$ cat src/rtl/lbuf_pkg.sv
`timescale 1ns/1ps
package lbuf_pkg;

    typedef enum logic [1:0] {
        SEQ_IDLE = 2'd0,
        SEQ_READ = 2'd1
    } seq_state_e;

    localparam logic [3:0] STAT_IDLE  = 4'd0;
    localparam logic [3:0] STAT_READ  = 4'd1;
    localparam logic [3:0] STAT_STALL = 4'd2;

endpackage

$ cat src/rtl/lbuf_wrside.sv
`timescale 1ns/1ps
module lbuf_wrside #(
    parameter int AW    = 9,
    parameter int BCN_W = 7,
    parameter int ERR_W = 4,
    parameter int VLD_W = 6,
    parameter int DAT_W = 192,
    localparam int REC_W = BCN_W + ERR_W + VLD_W + DAT_W
) (
    input  logic             clk,
    input  logic             rst_n,
    input  logic             sync_in,
    input  logic [BCN_W-1:0] bcn_in,
    input  logic [VLD_W-1:0] vld_in,
    input  logic [DAT_W-1:0] dat_in,
    output logic             wr_en,
    output logic [AW-1:0]    wr_addr,
    output logic [REC_W-1:0] wr_data
);

    typedef struct packed {
        logic [AW-1:0] ptr;
    } wr_st_t;

    wr_st_t wr_d, wr_q;

    always_comb begin
        wr_d = wr_q;
        if (sync_in) begin
            wr_d.ptr = wr_q.ptr + 1'b1;
        end
    end

    always_ff @(posedge clk or negedge rst_n) begin
        if (!rst_n) begin
            wr_q <= '0;
        end else begin
            wr_q <= wr_d;
        end
    end

    assign wr_en   = sync_in;
    assign wr_addr = wr_q.ptr;
    assign wr_data = {bcn_in, {ERR_W{1'b0}}, vld_in, dat_in};

endmodule

$ cat src/rtl/lbuf_accq.sv
`timescale 1ns/1ps
module lbuf_accq #(
    parameter int EW    = 16,
    parameter int DEPTH = 4,
    localparam int PW = $clog2(DEPTH),
    localparam int CW = $clog2(DEPTH + 1)
) (
    input  logic          clk,
    input  logic          rst_n,
    input  logic          clr,
    input  logic          push,
    input  logic [EW-1:0] push_data,
    input  logic          pop,
    output logic [EW-1:0] pop_data,
    output logic          empty
);

    typedef struct packed {
        logic [DEPTH-1:0][EW-1:0] mem;
        logic [PW-1:0]            wp;
        logic [PW-1:0]            rp;
        logic [CW-1:0]            cnt;
    } q_st_t;

    q_st_t aq_d, aq_q;
    logic  do_push, do_pop;

    always_comb begin
        aq_d    = aq_q;
        do_pop  = pop && (aq_q.cnt != '0);
        do_push = push && ((aq_q.cnt != CW'(DEPTH)) || do_pop);
        if (do_push) begin
            aq_d.mem[aq_q.wp] = push_data;
            aq_d.wp = (aq_q.wp == PW'(DEPTH - 1)) ? '0 : aq_q.wp + 1'b1;
        end
        if (do_pop) begin
            aq_d.rp = (aq_q.rp == PW'(DEPTH - 1)) ? '0 : aq_q.rp + 1'b1;
        end
        case ({do_push, do_pop})
            2'b10:   aq_d.cnt = aq_q.cnt + 1'b1;
            2'b01:   aq_d.cnt = aq_q.cnt - 1'b1;
            default: aq_d.cnt = aq_q.cnt;
        endcase
        if (clr) begin
            aq_d.wp  = '0;
            aq_d.rp  = '0;
            aq_d.cnt = '0;
        end
    end

    always_ff @(posedge clk or negedge rst_n) begin
        if (!rst_n) begin
            aq_q <= '0;
        end else begin
            aq_q <= aq_d;
        end
    end

    assign pop_data = aq_q.mem[aq_q.rp];
    assign empty    = (aq_q.cnt == '0);

endmodule

$ cat src/rtl/lbuf_rdseq.sv
`timescale 1ns/1ps
module lbuf_rdseq
    import lbuf_pkg::*;
#(
    parameter int AW    = 9,
    parameter int NSL_W = 3,
    parameter int TS_W  = 4,
    localparam int ST_W = TS_W + 4
) (
    input  logic             clk,
    input  logic             rst_n,
    input  logic             clr,
    input  logic             fifo_full,
    input  logic             q_empty,
    input  logic [AW-1:0]    q_start,
    input  logic [NSL_W-1:0] q_nsl,
    input  logic [TS_W-1:0]  q_tsl,
    output logic             q_pop,
    output logic             rd_en,
    output logic [AW-1:0]    rd_addr,
    output logic             fifo_we,
    output logic [ST_W-1:0]  status
);

    typedef struct packed {
        seq_state_e       st;
        logic [AW-1:0]    addr;
        logic [NSL_W-1:0] left;
        logic [TS_W-1:0]  tsl;
        logic             we;
    } seq_st_t;

    seq_st_t seq_d, seq_q;
    logic    rd;
    logic    pop;
    logic [3:0] code;

    always_comb begin
        seq_d    = seq_q;
        pop      = 1'b0;
        rd       = (seq_q.st == SEQ_READ) && !fifo_full && !clr;
        seq_d.we = rd;
        case (seq_q.st)
            SEQ_IDLE: begin
                if (!q_empty) begin
                    pop        = 1'b1;
                    seq_d.st   = SEQ_READ;
                    seq_d.addr = q_start;
                    seq_d.left = q_nsl;
                    seq_d.tsl  = q_tsl;
                end
            end
            SEQ_READ: begin
                if (rd) begin
                    seq_d.addr = seq_q.addr + 1'b1;
                    if (seq_q.left == '0) begin
                        if (!q_empty) begin
                            pop        = 1'b1;
                            seq_d.addr = q_start;
                            seq_d.left = q_nsl;
                            seq_d.tsl  = q_tsl;
                        end else begin
                            seq_d.st = SEQ_IDLE;
                        end
                    end else begin
                        seq_d.left = seq_q.left - 1'b1;
                    end
                end
            end
            default: seq_d.st = SEQ_IDLE;
        endcase
        if (clr) begin
            seq_d.st  = SEQ_IDLE;
            seq_d.we  = 1'b0;
            seq_d.tsl = '0;
            pop       = 1'b0;
        end
    end

    always_ff @(posedge clk or negedge rst_n) begin
        if (!rst_n) begin
            seq_q <= '0;
        end else begin
            seq_q <= seq_d;
        end
    end

    always_comb begin
        if (seq_q.st != SEQ_READ) begin
            code = STAT_IDLE;
        end else if (fifo_full) begin
            code = STAT_STALL;
        end else begin
            code = STAT_READ;
        end
    end

    assign q_pop   = pop;
    assign rd_en   = rd;
    assign rd_addr = seq_q.addr;
    assign fifo_we = seq_q.we && !fifo_full && !clr;
    assign status  = {seq_q.tsl, code};

endmodule

$ cat src/rtl/lbuf_rdctl.sv
`timescale 1ns/1ps
module lbuf_rdctl #(
    parameter int AW     = 9,
    parameter int NSL_W  = 3,
    parameter int TS_W   = 4,
    parameter int BCN_W  = 7,
    parameter int ERR_W  = 4,
    parameter int VLD_W  = 6,
    parameter int DAT_W  = 192,
    parameter int QDEPTH = 4,
    localparam int REC_W = BCN_W + ERR_W + VLD_W + DAT_W,
    localparam int QE_W  = AW + NSL_W + TS_W,
    localparam int ST_W  = TS_W + 4
) (
    input  logic             clk,
    input  logic             rst_n,
    input  logic             sw_clr,
    input  logic             sync_in,
    input  logic [BCN_W-1:0] bcn_in,
    input  logic [VLD_W-1:0] vld_in,
    input  logic [DAT_W-1:0] dat_in,
    input  logic [AW-1:0]    lat_preload,
    input  logic             accept_in,
    input  logic [NSL_W-1:0] nslice_in,
    input  logic [TS_W-1:0]  tslice_in,
    input  logic             fifo_full,
    output logic             buf_wr_en,
    output logic [AW-1:0]    buf_wr_addr,
    output logic [REC_W-1:0] buf_wr_data,
    output logic             buf_rd_en,
    output logic [AW-1:0]    buf_rd_addr,
    output logic             fifo_wr_en,
    output logic [ST_W-1:0]  status
);

    logic [AW-1:0]    start_slot;
    logic [QE_W-1:0]  acc_entry;
    logic [QE_W-1:0]  head_entry;
    logic             acc_push;
    logic             head_pop;
    logic             q_empty;

    lbuf_wrside #(
        .AW   (AW),
        .BCN_W(BCN_W),
        .ERR_W(ERR_W),
        .VLD_W(VLD_W),
        .DAT_W(DAT_W)
    ) u_wr (
        .clk    (clk),
        .rst_n  (rst_n),
        .sync_in(sync_in),
        .bcn_in (bcn_in),
        .vld_in (vld_in),
        .dat_in (dat_in),
        .wr_en  (buf_wr_en),
        .wr_addr(buf_wr_addr),
        .wr_data(buf_wr_data)
    );

    assign start_slot = buf_wr_addr - lat_preload;
    assign acc_entry  = {start_slot, nslice_in, tslice_in};
    assign acc_push   = accept_in && !sw_clr;

    lbuf_accq #(
        .EW   (QE_W),
        .DEPTH(QDEPTH)
    ) u_q (
        .clk      (clk),
        .rst_n    (rst_n),
        .clr      (sw_clr),
        .push     (acc_push),
        .push_data(acc_entry),
        .pop      (head_pop),
        .pop_data (head_entry),
        .empty    (q_empty)
    );

    lbuf_rdseq #(
        .AW   (AW),
        .NSL_W(NSL_W),
        .TS_W (TS_W)
    ) u_seq (
        .clk      (clk),
        .rst_n    (rst_n),
        .clr      (sw_clr),
        .fifo_full(fifo_full),
        .q_empty  (q_empty),
        .q_start  (head_entry[QE_W-1 -: AW]),
        .q_nsl    (head_entry[TS_W +: NSL_W]),
        .q_tsl    (head_entry[TS_W-1:0]),
        .q_pop    (head_pop),
        .rd_en    (buf_rd_en),
        .rd_addr  (buf_rd_addr),
        .fifo_we  (fifo_wr_en),
        .status   (status)
    );

endmodule

$ cat config.mk
export PLATFORM = sky130hd
export DESIGN_NAME = lbuf_rdctl
export DESIGN_NICKNAME = d
export VERILOG_FILES = /design/src/rtl/lbuf_pkg.sv /design/src/rtl/lbuf_wrside.sv /design/src/rtl/lbuf_accq.sv /design/src/rtl/lbuf_rdseq.sv /design/src/rtl/lbuf_rdctl.sv
export SDC_FILE = /design/constraint.sdc
export NUM_CORES = 1
export LEC_CHECK = 0
export BUFFER_PORTS_ARGS = -buffer_cell sky130_fd_sc_hd__buf_2
export CAP_MARGIN = 20
export CORE_AREA = 10 10 173 175
export CTS_CLUSTER_SIZE = 10
export DETAILED_ROUTE_END_ITERATION = 6
export DIE_AREA = 0 0 183 185
export HOLD_SLACK_MARGIN = 0.03
export MAX_ROUTING_LAYER = met4
export PLACE_DENSITY = 0.61
export SYNTH_ARGS = -nofsm -noshare
export SYNTH_HDL_FRONTEND = slang
export SYNTH_SLANG_ARGS = --single-unit
$ cat constraint.sdc
create_clock -name clk -period 3.2 [get_ports clk]
set_clock_uncertainty 0.05 [all_clocks]
set_input_delay 0.48 -clock clk [delete_from_list [all_inputs] [get_ports clk]]
set_output_delay 0.48 -clock clk [all_outputs]
set_load 0.005 [all_outputs]
==> flow_summary.json, run 1 <==
{
  "fmax_mhz": 415,
  "cp-start-kind": "register",
  "die_y_um": 185,
  "synth_compound_area_share_pct": 11.7,
  "grt_pass1_wl_um": 24500,
  "cts-root-buf": "clkbuf_16",
  "start_util_pct": 26.1,
  "synthMuxAreaShare_pct": 7.26,
  "dpl.hpwl_um": 11700,
  "max_cap_violations": 0,
  "async_flop_share_pct": 100,
  "ctsResizeCount": 0,
  "power.share.clock_pct": 19.3,
  "path_class": "register to register",
  "clk_pin_slew_ns": 0.07,
  "yosysTopAreaCell": "dfrtp_1",
  "avgSynthCellArea_um2": 9.19,
  "fp.dieArea_um2": 33900,
  "holdWs_ns": 0.322,
  "holdPathStages": 3,
  "grt_usage_pct": 9.53,
  "worstMarginPinSlew_ns": 0.857,
  "layout.nets": 821,
  "cp_data_required_time_ns": 3.42,
  "setup_viol": 0,
  "power_switching_uw": 2210,
  "overflow": 0,
  "drt-initial-drc-count": 290,
  "finalCriticalPeriod_ns": 2.41,
  "synthSimpleGateAreaFrac_pct": 13.3,
  "p_seq_share_pct": 37.9,
  "drive_gt1_share_pct": 16.6,
  "hold_buffers": 1,
  "vias": 4297,
  "p_int_uw": 3490,
  "synth.distinct_cells": 61,
  "endpoint_kind": "register",
  "hold_path.class": "primary input to register",
  "core_area_um2": 26600,
  "synthCells": 754,
  "power_density_nw_per_um2": 921,
  "drv_slew": 0,
  "syn_area_um2": 6930,
  "rows": 60,
  "fin_crit_sh_pct": 75.3,
  "vdd_ir_drop_max_v": 0.000413,
  "post_drt_wl_per_cell_um": 17.4,
  "synth_seq_area_share_pct": 35.4,
  "hp-start": "nslice_in[0]",
  "rr_endpoint": "u_q.aq_q[2]",
  "cp-startpoint": "u_seq.seq_q[5]",
  "reg2reg_setup_slack_ns": 0.79,
  "swShare_pct": 38.7,
  "synth_flop_cell": "dfrtp_1",
  "dr.pass1.iters": 4,
  "critPathMaxFanout": 4,
  "insertion_delay_ns": 0.35,
  "htreeDepth": 3,
  "reg2reg_depth": 10,
  "wl_um": 16000,
  "r2r_start": "u_seq.seq_q[5]",
  "ys_ff_latch": 98,
  "ios": 465,
  "grt_max_degree": 80,
  "synth.area.top_cells": "dfrtp_1 (35%), buf_4 (24%), nand2_1 (7.1%)",
  "buffer_ports.inserted": 48,
  "max-slew-margin-rel_pct": 42.5,
  "synth_top_family_by_area": "buffers and inverters",
  "holdPathEnd": "u_q.aq_q[43]",
  "fin_setup_tns_ns": 0,
  "numClockSinks": 98,
  "synth_edf_count": 0,
  "hold_viol": 0,
  "die_width_um": 183,
  "mostFrequentLayoutCells": "nand2_1 (131), dfrtp_1 (98), buf_2 (47)",
  "rsz0062_at_grt": "false",
  "cts.path.max_buffers": 2,
  "synth_fa_ha_area_share_pct": 3.65,
  "drt_drc_violations_left": 0,
  "synth.top_cell.area_share_pct": 35.4,
  "place.gp.congestion": 0.764,
  "drtAntennaViolNets": 0,
  "final_common_cell": "nand2_1",
  "cts_tree": "yes",
  "antenna_found_initial": 1,
  "viasPerCell": 4.66,
  "cts_buffers": 9,
  "p_comb_share_pct": 42.8,
  "syn_to_final_growth_pct": -10.6,
  "status": "finished, final reports clean",
  "post-cts-setup-buffer-count": 0,
  "synth_xor_area_share_pct": 1.39,
  "cp.arrival_ns": 2.63,
  "yosys_warnings": 0,
  "grt_pass1_vias": 4344,
  "p_leak_uw": 0.00281
}
[registers in the layout (all words and copies together) (netlist names)]
register	count
u_seq.seq_q	5
u_seq.status	4
u_seq.rd_addr	9
u_q.aq_q	71
u_wr.wr_addr	9
[power by group through the flow]
| stage | clock network, µW | logic (µW) | registers (µW) |
|---|---|---|---|
| 2_1_floorplan | 0 | 2130 | 2030 |
| 3_3_place_gp | 0 | 2420 | 2160 |
| 3_5_place_dp | 0 | 2460 | 2180 |
| 4_1_cts | 1130 | 2470 | 2160 |
| 5_1_grt | 1190 | 2730 | 2240 |
| 6_report | 1100 | 2440 | 2160 |
[per-layer routing]
layer  GRT usage, %  wire (µm)  up-vias
li1               -          -     1960
met1           10.8       6850     2078
met4           4.39        564        0
met3           5.25       1730       61
met5              -          0        -
met2           13.5       6870      198
[how the worst max path moves through the flow]
| stage | end | slack, ns | cells past startpoint |
|---|---|---|---|
| after floorplan | u_q.aq_q[2] | 0.82 | 11 |
| after global placement | u_q.aq_q[38] | 0.85 | 7 |
| after detailed placement | u_q.aq_q[68] | 0.78 | 7 |
| after CTS | u_q.aq_q[2] | 0.80 | 10 |
| after global routing | u_q.aq_q[2] | 0.68 | 10 |
| final | u_q.aq_q[2] | 0.79 | 10 |
[per-stage QoR]
| step | setup WS (ns) | total power (µW) | util [%] | std cells | instance area, µm² |
|---|---|---|---|---|---|
| 2_1_floorplan | 0.816 | 4160 | - | 759 | 6950 |
| 3_3_place_gp | 0.849 | 4580 | 22.1 | 904 | 5880 |
| 3_5_place_dp | 0.785 | 4640 | 22.1 | 904 | 5880 |
| 4_1_cts | 0.799 | 5760 | 23.3 | 921 | 6190 |
| 5_1_grt | 0.683 | 6150 | 23.3 | 922 | 6190 |
| 6_report | 0.791 | 5700 | 23.3 | 922 | 6190 |
[layout make-up]
type,instances,area (µm²)
fill,2905,20400
multi-input combinational,388,2610
sequential,98,2450
tap,341,427
timing repair buffer,58,333
clock buffer,14,264
inverter,20,75.1
clock inverter,2,35.0
antenna,1,2.50
[cell families (layout without fill, tap and decap cells)]
| family | after synthesis | in the layout |
|---|---|---|
| buffers and inverters | 273 | 94 |
| and+or+nand+nor | 210 | 210 |
| AOI/OAI and AO/OA | 112 | 112 |
| DFF | 98 | 98 |
| muxes | 30 | 30 |
| adders and majority gates | 19 | 19 |
| xor gates and xnor gates | 11 | 11 |
| other | 1 | 7 |
[synthesized netlist by cell type (5+ instances only)]
cell type,number
buf_4,225
nand2_1,131
dfrtp_1,98
nor2_1,29
o21ai_0,21
inv_1,20
clkbuf_1,18
ha_1,17
o31ai_1,17
mux4_2,16
mux2i_1,12
a21oi_1,11
nand3_1,10
o211ai_1,9
a31oi_1,8
buf_2,8
xnor2_1,7
a2bb2oi_1,6
nand3b_1,6
o21a_1,6
nand2b_1,5
nand4_1,5
[critical path, cell delays in order, from the launching register on]
cell and delay [ns]:
dfrtp_1 0.38, inv_1 0.07, ha_1 0.22, or3b_1 0.25
a21oi_4 0.07, nand2_1 0.09, nor2_1 0.05, fa_1 0.44
a2111o_1 0.37, a21o_1 0.18, a31oi_1 0.16
Note: power is estimated with default switching activity, not from simulation.
==> run 2, diff against run 1 <==
Settings changed: CORE_AREA 10 10 173 175 to 10 10 171 173, DIE_AREA 0 0 183 185 to 0 0 181 183, PLACE_DENSITY 0.61 to 0.64.
Clock period 3.2 ns to 1.9 ns, I/O delays scaled along.
==> flow_summary.json, run 2 (synthesis results as in run 1) <==
{
  "power_density_nw_per_um2": 1580,
  "max_stage_delay_ns": 0.39,
  "rr_endpoint": "u_q.aq_q[2]",
  "grt_pass1_wl_um": 27800,
  "overflow": 0,
  "clk_pin_slew_ns": 0.07,
  "cts-root-buf": "clkbuf_16",
  "p_leak_uw": 0.00336,
  "max_cap_violations": 0,
  "reg2reg_depth": 10,
  "holdPathStages": 3,
  "drive_gt1_share_pct": 35.1,
  "r2r_start": "u_seq.seq_q[5]",
  "cp.depth": 10,
  "multi_input_area_um2": 3140,
  "vias": 4816,
  "syn_to_final_growth_pct": 7.50,
  "holdWs_ns": 0.117,
  "grt_usage_pct": 10.8,
  "mostFrequentLayoutCells": "nand2_1 (127), dfrtp_1 (98), buf_4 (64)",
  "path_class": "register to register",
  "hp-start": "tslice_in[3]",
  "drt_drc_violations_left": 0,
  "core_area_um2": 25800,
  "ios": 465,
  "cts.path.max_buffers": 2,
  "seqCellArea_um2": 2450,
  "grt_max_degree": 44,
  "dr.pass1.iters": 4,
  "cp.arrival_ns": 2.39,
  "grt_pass1_vias": 4911,
  "cp_slowest_cell": "a2111o_1",
  "die_width_um": 181,
  "rsz0062_at_grt": "true",
  "htreeDepth": 3,
  "start_util_pct": 26.9,
  "finalCriticalPeriod_ns": 2.17,
  "wl_um": 18200,
  "insertion_delay_ns": 0.36,
  "numClockSinks": 98,
  "power.total_uw": 11700,
  "final_common_cell": "nand2_1",
  "reg2reg_setup_slack_ns": -0.27,
  "drv_slew": 0,
  "worstMarginPinSlew_ns": 0.516,
  "holdPathEnd": "u_q.aq_q[26]",
  "regMostFlops": "u_q.aq_q",
  "layout.nets": 905,
  "place.gp.congestion": 0.762,
  "post_drt_wl_per_cell_um": 18.2,
  "critPathMaxFanout": 3,
  "setup_viol": 68,
  "violations": "negative setup slack",
  "buffer_ports.inserted": 48,
  "status": "complete, but fails checks",
  "max-slew-margin-rel_pct": 65.3,
  "cts_tree": "yes",
  "fmax_mhz": 461,
  "die_y_um": 183,
  "fp.dieArea_um2": 33100,
  "cp-start-kind": "register",
  "critPathBufInv": 1,
  "hold_path.class": "primary input to register",
  "drtAntennaViolNets": 0,
  "cts_buffers": 9,
  "cp_data_required_time_ns": 2.12,
  "drt-initial-drc-count": 256,
  "crit_family": "compound AO/OA/AOI/OAI gates",
  "fin_crit_sh_pct": 114,
  "endpoint_kind": "register",
  "num-fill-cells": 2597,
  "viasPerCell": 4.81,
  "rows": 59,
  "crit_chain": "inv_2, ha_4, or3b_4, a21oi_4, nand2_1, nor2_2, fa_2, a2111o_1, a21o_1, a31oi_1",
  "hold_viol": 0,
  "vdd_ir_drop_max_v": 0.000602,
  "largest_reg_flops": 71,
  "dpl.hpwl_um": 12200,
  "setup_ws_ns": -0.269,
  "antenna_found_initial": 2
}
## run 2: cell types whose count changed in the layout (fill, tap and decap cells not counted), moves of 8 or more
cell,change
a31o_4,+16
buf_4,+55
o31ai_2,+10
buf_6,+8
o21ai_0,-8
o31ai_1,-13
## run 2: repair_timing
item	in CTS	in global routing
hold buffers	1	0
resized for setup	51	49
cloned	13	2
setup endpoints to repair	69	86
endpoints found under the hold margin	31	0
setup buffers	6	7
pin swaps	29	11
## run 2: metrics by stage
stage	util, %	cell area [µm²]	cells	setup WS [ns]	setup TNS [ns]
5_1_grt	28.9	7450	1001	-0.344	-11.44
3_3_place_gp	24.7	6360	955	-0.286	-7.41
2_1_floorplan	-	6970	759	-0.467	-1.82
3_5_place_dp	24.7	6360	955	-0.364	-11.02
4_1_cts	27.8	7170	991	-0.259	-5.47
6_report	28.9	7450	1001	-0.269	-7.36
## run 2: layout make-up
class                      instances  share of cell area, %
sequential                        98                   32.9
inverter                          20                   1.01
timing repair buffer             130                   13.4
antenna                            2                 0.0672
multi-input combinational        400                   42.2
clock buffer                      10                   3.21
tap                              335                   5.63
clock inverter                     6                   1.51
## run 2: worst register-to-register path: cells and delay by family (launching register included)
kind                       cells  cell delay [ns]
AOI/OAI and AO/OA              4             0.72
adders and majority gates      2             0.52
buffers and inverters          1             0.07
DFF                            1             0.38
and+or+nand+nor                3             0.37
## run 2: power by group
part,switching [µW],internal [µW]
registers,579,2930
logic,3040,3010
clock network,837,1330
## run 2: routing by layer
metal / global-route usage [%] / wire (µm)
met1: 12.5 / 7460
met3: 4.57 / 1970
met5: - / 0
met2: 14.9 / 7690
met4: 7.16 / 1110
## run 2: worst max path at each step
stage | from | slack, ns | to
floorplan | u_seq.seq_q[5] | -0.47 | u_q.aq_q[2]
global placement | u_seq.seq_q[5] | -0.29 | u_q.aq_q[2]
detailed placement | u_seq.seq_q[5] | -0.36 | u_q.aq_q[2]
CTS | u_seq.seq_q[5] | -0.26 | u_q.aq_q[2]
global route | u_seq.seq_q[5] | -0.34 | u_q.aq_q[2]
finish | u_seq.seq_q[5] | -0.27 | u_q.aq_q[2]
==> run 3, diff against run 2 <==
Settings changed: RECOVER_POWER set to 100.
==> flow_summary.json, run 3 (synthesis results as in run 1) <==
{
  "status": "complete, but fails checks",
  "violations": "negative setup slack",
  "vdd_ir_drop_max_v": 0.000558,
  "antenna_found_initial": 2,
  "grt_max_degree": 44,
  "cp-start-kind": "register",
  "post_drt_wl_per_cell_um": 18.3,
  "dr.pass1.iters": 4,
  "p_leak_uw": 0.00326,
  "die_width_um": 181,
  "place.gp.congestion": 0.762,
  "final_common_cell": "nand2_1",
  "numClockSinks": 98,
  "die_y_um": 183,
  "drive_gt1_share_pct": 31.0,
  "setup_viol": 76,
  "overflow": 0,
  "hold_viol": 0,
  "layout.nets": 905,
  "rsz0062_at_grt": "true",
  "max_cap_violations": 0,
  "holdWs_ns": 0.117,
  "viasPerCell": 4.84,
  "cts_buffers": 9,
  "fp.dieArea_um2": 33100,
  "grt_pass1_vias": 4911,
  "endpoint_kind": "register",
  "finalCriticalPeriod_ns": 2.17,
  "max-slew-margin-rel_pct": 40.1,
  "fin_crit_sh_pct": 114,
  "num-fill-cells": 2619,
  "mostFrequentLayoutCells": "nand2_1 (127), dfrtp_1 (98), buf_4 (54)",
  "htreeDepth": 3,
  "setup_ws_ns": -0.271,
  "max_stage_delay_ns": 0.39,
  "grt_usage_pct": 10.8,
  "drtAntennaViolNets": 0,
  "drt_drc_violations_left": 0,
  "cts.path.max_buffers": 2,
  "dpl.hpwl_um": 12200,
  "rows": 59,
  "worstMarginPinSlew_ns": 0.899,
  "routed.top_layer": "met4",
  "power.total_uw": 11600,
  "hold_path.class": "primary input to register",
  "drv_slew": 0,
  "regMostFlops": "u_q.aq_q",
  "cp_data_required_time_ns": 2.12,
  "cts-root-buf": "clkbuf_16",
  "insertion_delay_ns": 0.36,
  "largest_reg_flops": 71,
  "drt-initial-drc-count": 274,
  "ios": 465,
  "wl_um": 18400,
  "crit_family": "compound AO/OA/AOI/OAI gates",
  "multi_input_area_um2": 3140,
  "crit_chain": "inv_2, ha_4, or3b_4, a21oi_4, nand2_1, nor2_2, fa_2, a2111o_1, a21o_1, a31oi_1",
  "critPathMaxFanout": 3,
  "power_density_nw_per_um2": 1580,
  "cp_slowest_cell": "a2111o_1",
  "path_class": "register to register",
  "cp.arrival_ns": 2.39,
  "syn_to_final_growth_pct": 6.30,
  "core_area_um2": 25800,
  "buffer_ports.inserted": 48,
  "critPathBufInv": 1,
  "cts_tree": "yes",
  "seqCellArea_um2": 2450,
  "start_util_pct": 26.9,
  "met1_length_um": 7530,
  "met2_length_um": 7810,
  "vias": 4849,
  "grt_pass1_wl_um": 27800,
  "clk_pin_slew_ns": 0.07,
  "dr_wl_met3_um": 1920,
  "fmax_mhz": 461
}
## run 3: changes by cell type in the layout (fill, tap and decap cells not counted)
| cell | previous run | this run |
|---|---|---|
| buf_4 | 64 | 54 |
| clkbuf_1 | 0 | 26 |
| buf_6 | 8 | 7 |
| buf_2 | 48 | 29 |
| o21ai_0 | 13 | 14 |
| o21ai_2 | 3 | 2 |
| and2_0 | 0 | 2 |
| clkbuf_2 | 0 | 5 |
| buf_12 | 6 | 5 |
| and2_1 | 4 | 2 |
## run 3: stage by stage
step	instances	utilization (%)	instance area (µm²)	setup slack [ns]	TNS, ns
finish	1001	28.6	7360	-0.271	-7.89
global route	1001	28.6	7360	-0.344	-12.88
CTS	991	27.8	7170	-0.259	-5.47
detailed placement	955	24.7	6360	-0.364	-11.02
global placement	955	24.7	6360	-0.286	-7.41
floorplan	759	-	6970	-0.467	-1.82
## run 3: report_power, final
part	leakage [µW]	switching [µW]	total, µW	internal (µW)
sequential	0.00124	586	3520	2930
clock	0.000173	833	2160	1330
combinational	0.00185	3040	5930	2890
total	0.00326	4460	11600	7150
## run 3: layer usage
layer / GRT usage [%] / up-vias
li1: - / 2169
met1: 12.5 / 2331
met2: 14.9 / 255
met3: 4.57 / 94
met4: 7.16 / 0
met5: - / -
## run 3: what timing repair did
action,in CTS,in global routing
hold buffers,1,0
cloned,13,2
gates resized for setup,51,49
setup endpoints to repair,69,86
buffers inserted,6,7
pin swaps,29,11
hold endpoints to repair,31,0
## run 3: cell type report
cell class | count | area share [%]
diodes | 2 | 0.0680
multi-input cells | 400 | 42.6
flip-flops and latches | 98 | 33.3
clock buffers | 10 | 3.25
inverters | 20 | 1.02
clock inverters | 6 | 1.53
repair buffers | 130 | 12.5
well taps | 335 | 5.69
## run 3: final timing paths
check | endpoint | cells past startpoint | slack [ns] | startpoint
worst min register to register | u_q.aq_q[26] | 2 | 0.42 | u_q.aq_q[26]
max in group asynchronous | u_q.aq_q[54] | 3 | 0.24 | rst_n
worst max-delay path | u_q.aq_q[2] | 10 | -0.27 | u_seq.seq_q[5]
min in group asynchronous | u_q.aq_q[55] | 2 | 0.54 | rst_n
worst min-delay path | u_q.aq_q[26] | 3 | 0.12 | tslice_in[3]
worst max register to register | u_q.aq_q[2] | 10 | -0.27 | u_seq.seq_q[5]
## run 3: worst reg2reg max path, stage by stage (launching register included)
cell	delay, ns
dfrtp_1	0.38
inv_2	0.07
ha_4	0.16
or3b_4	0.24
a21oi_4	0.05
nand2_1	0.09
nor2_2	0.04
fa_2	0.35
a2111o_1	0.39
a21o_1	0.16
a31oi_1	0.12
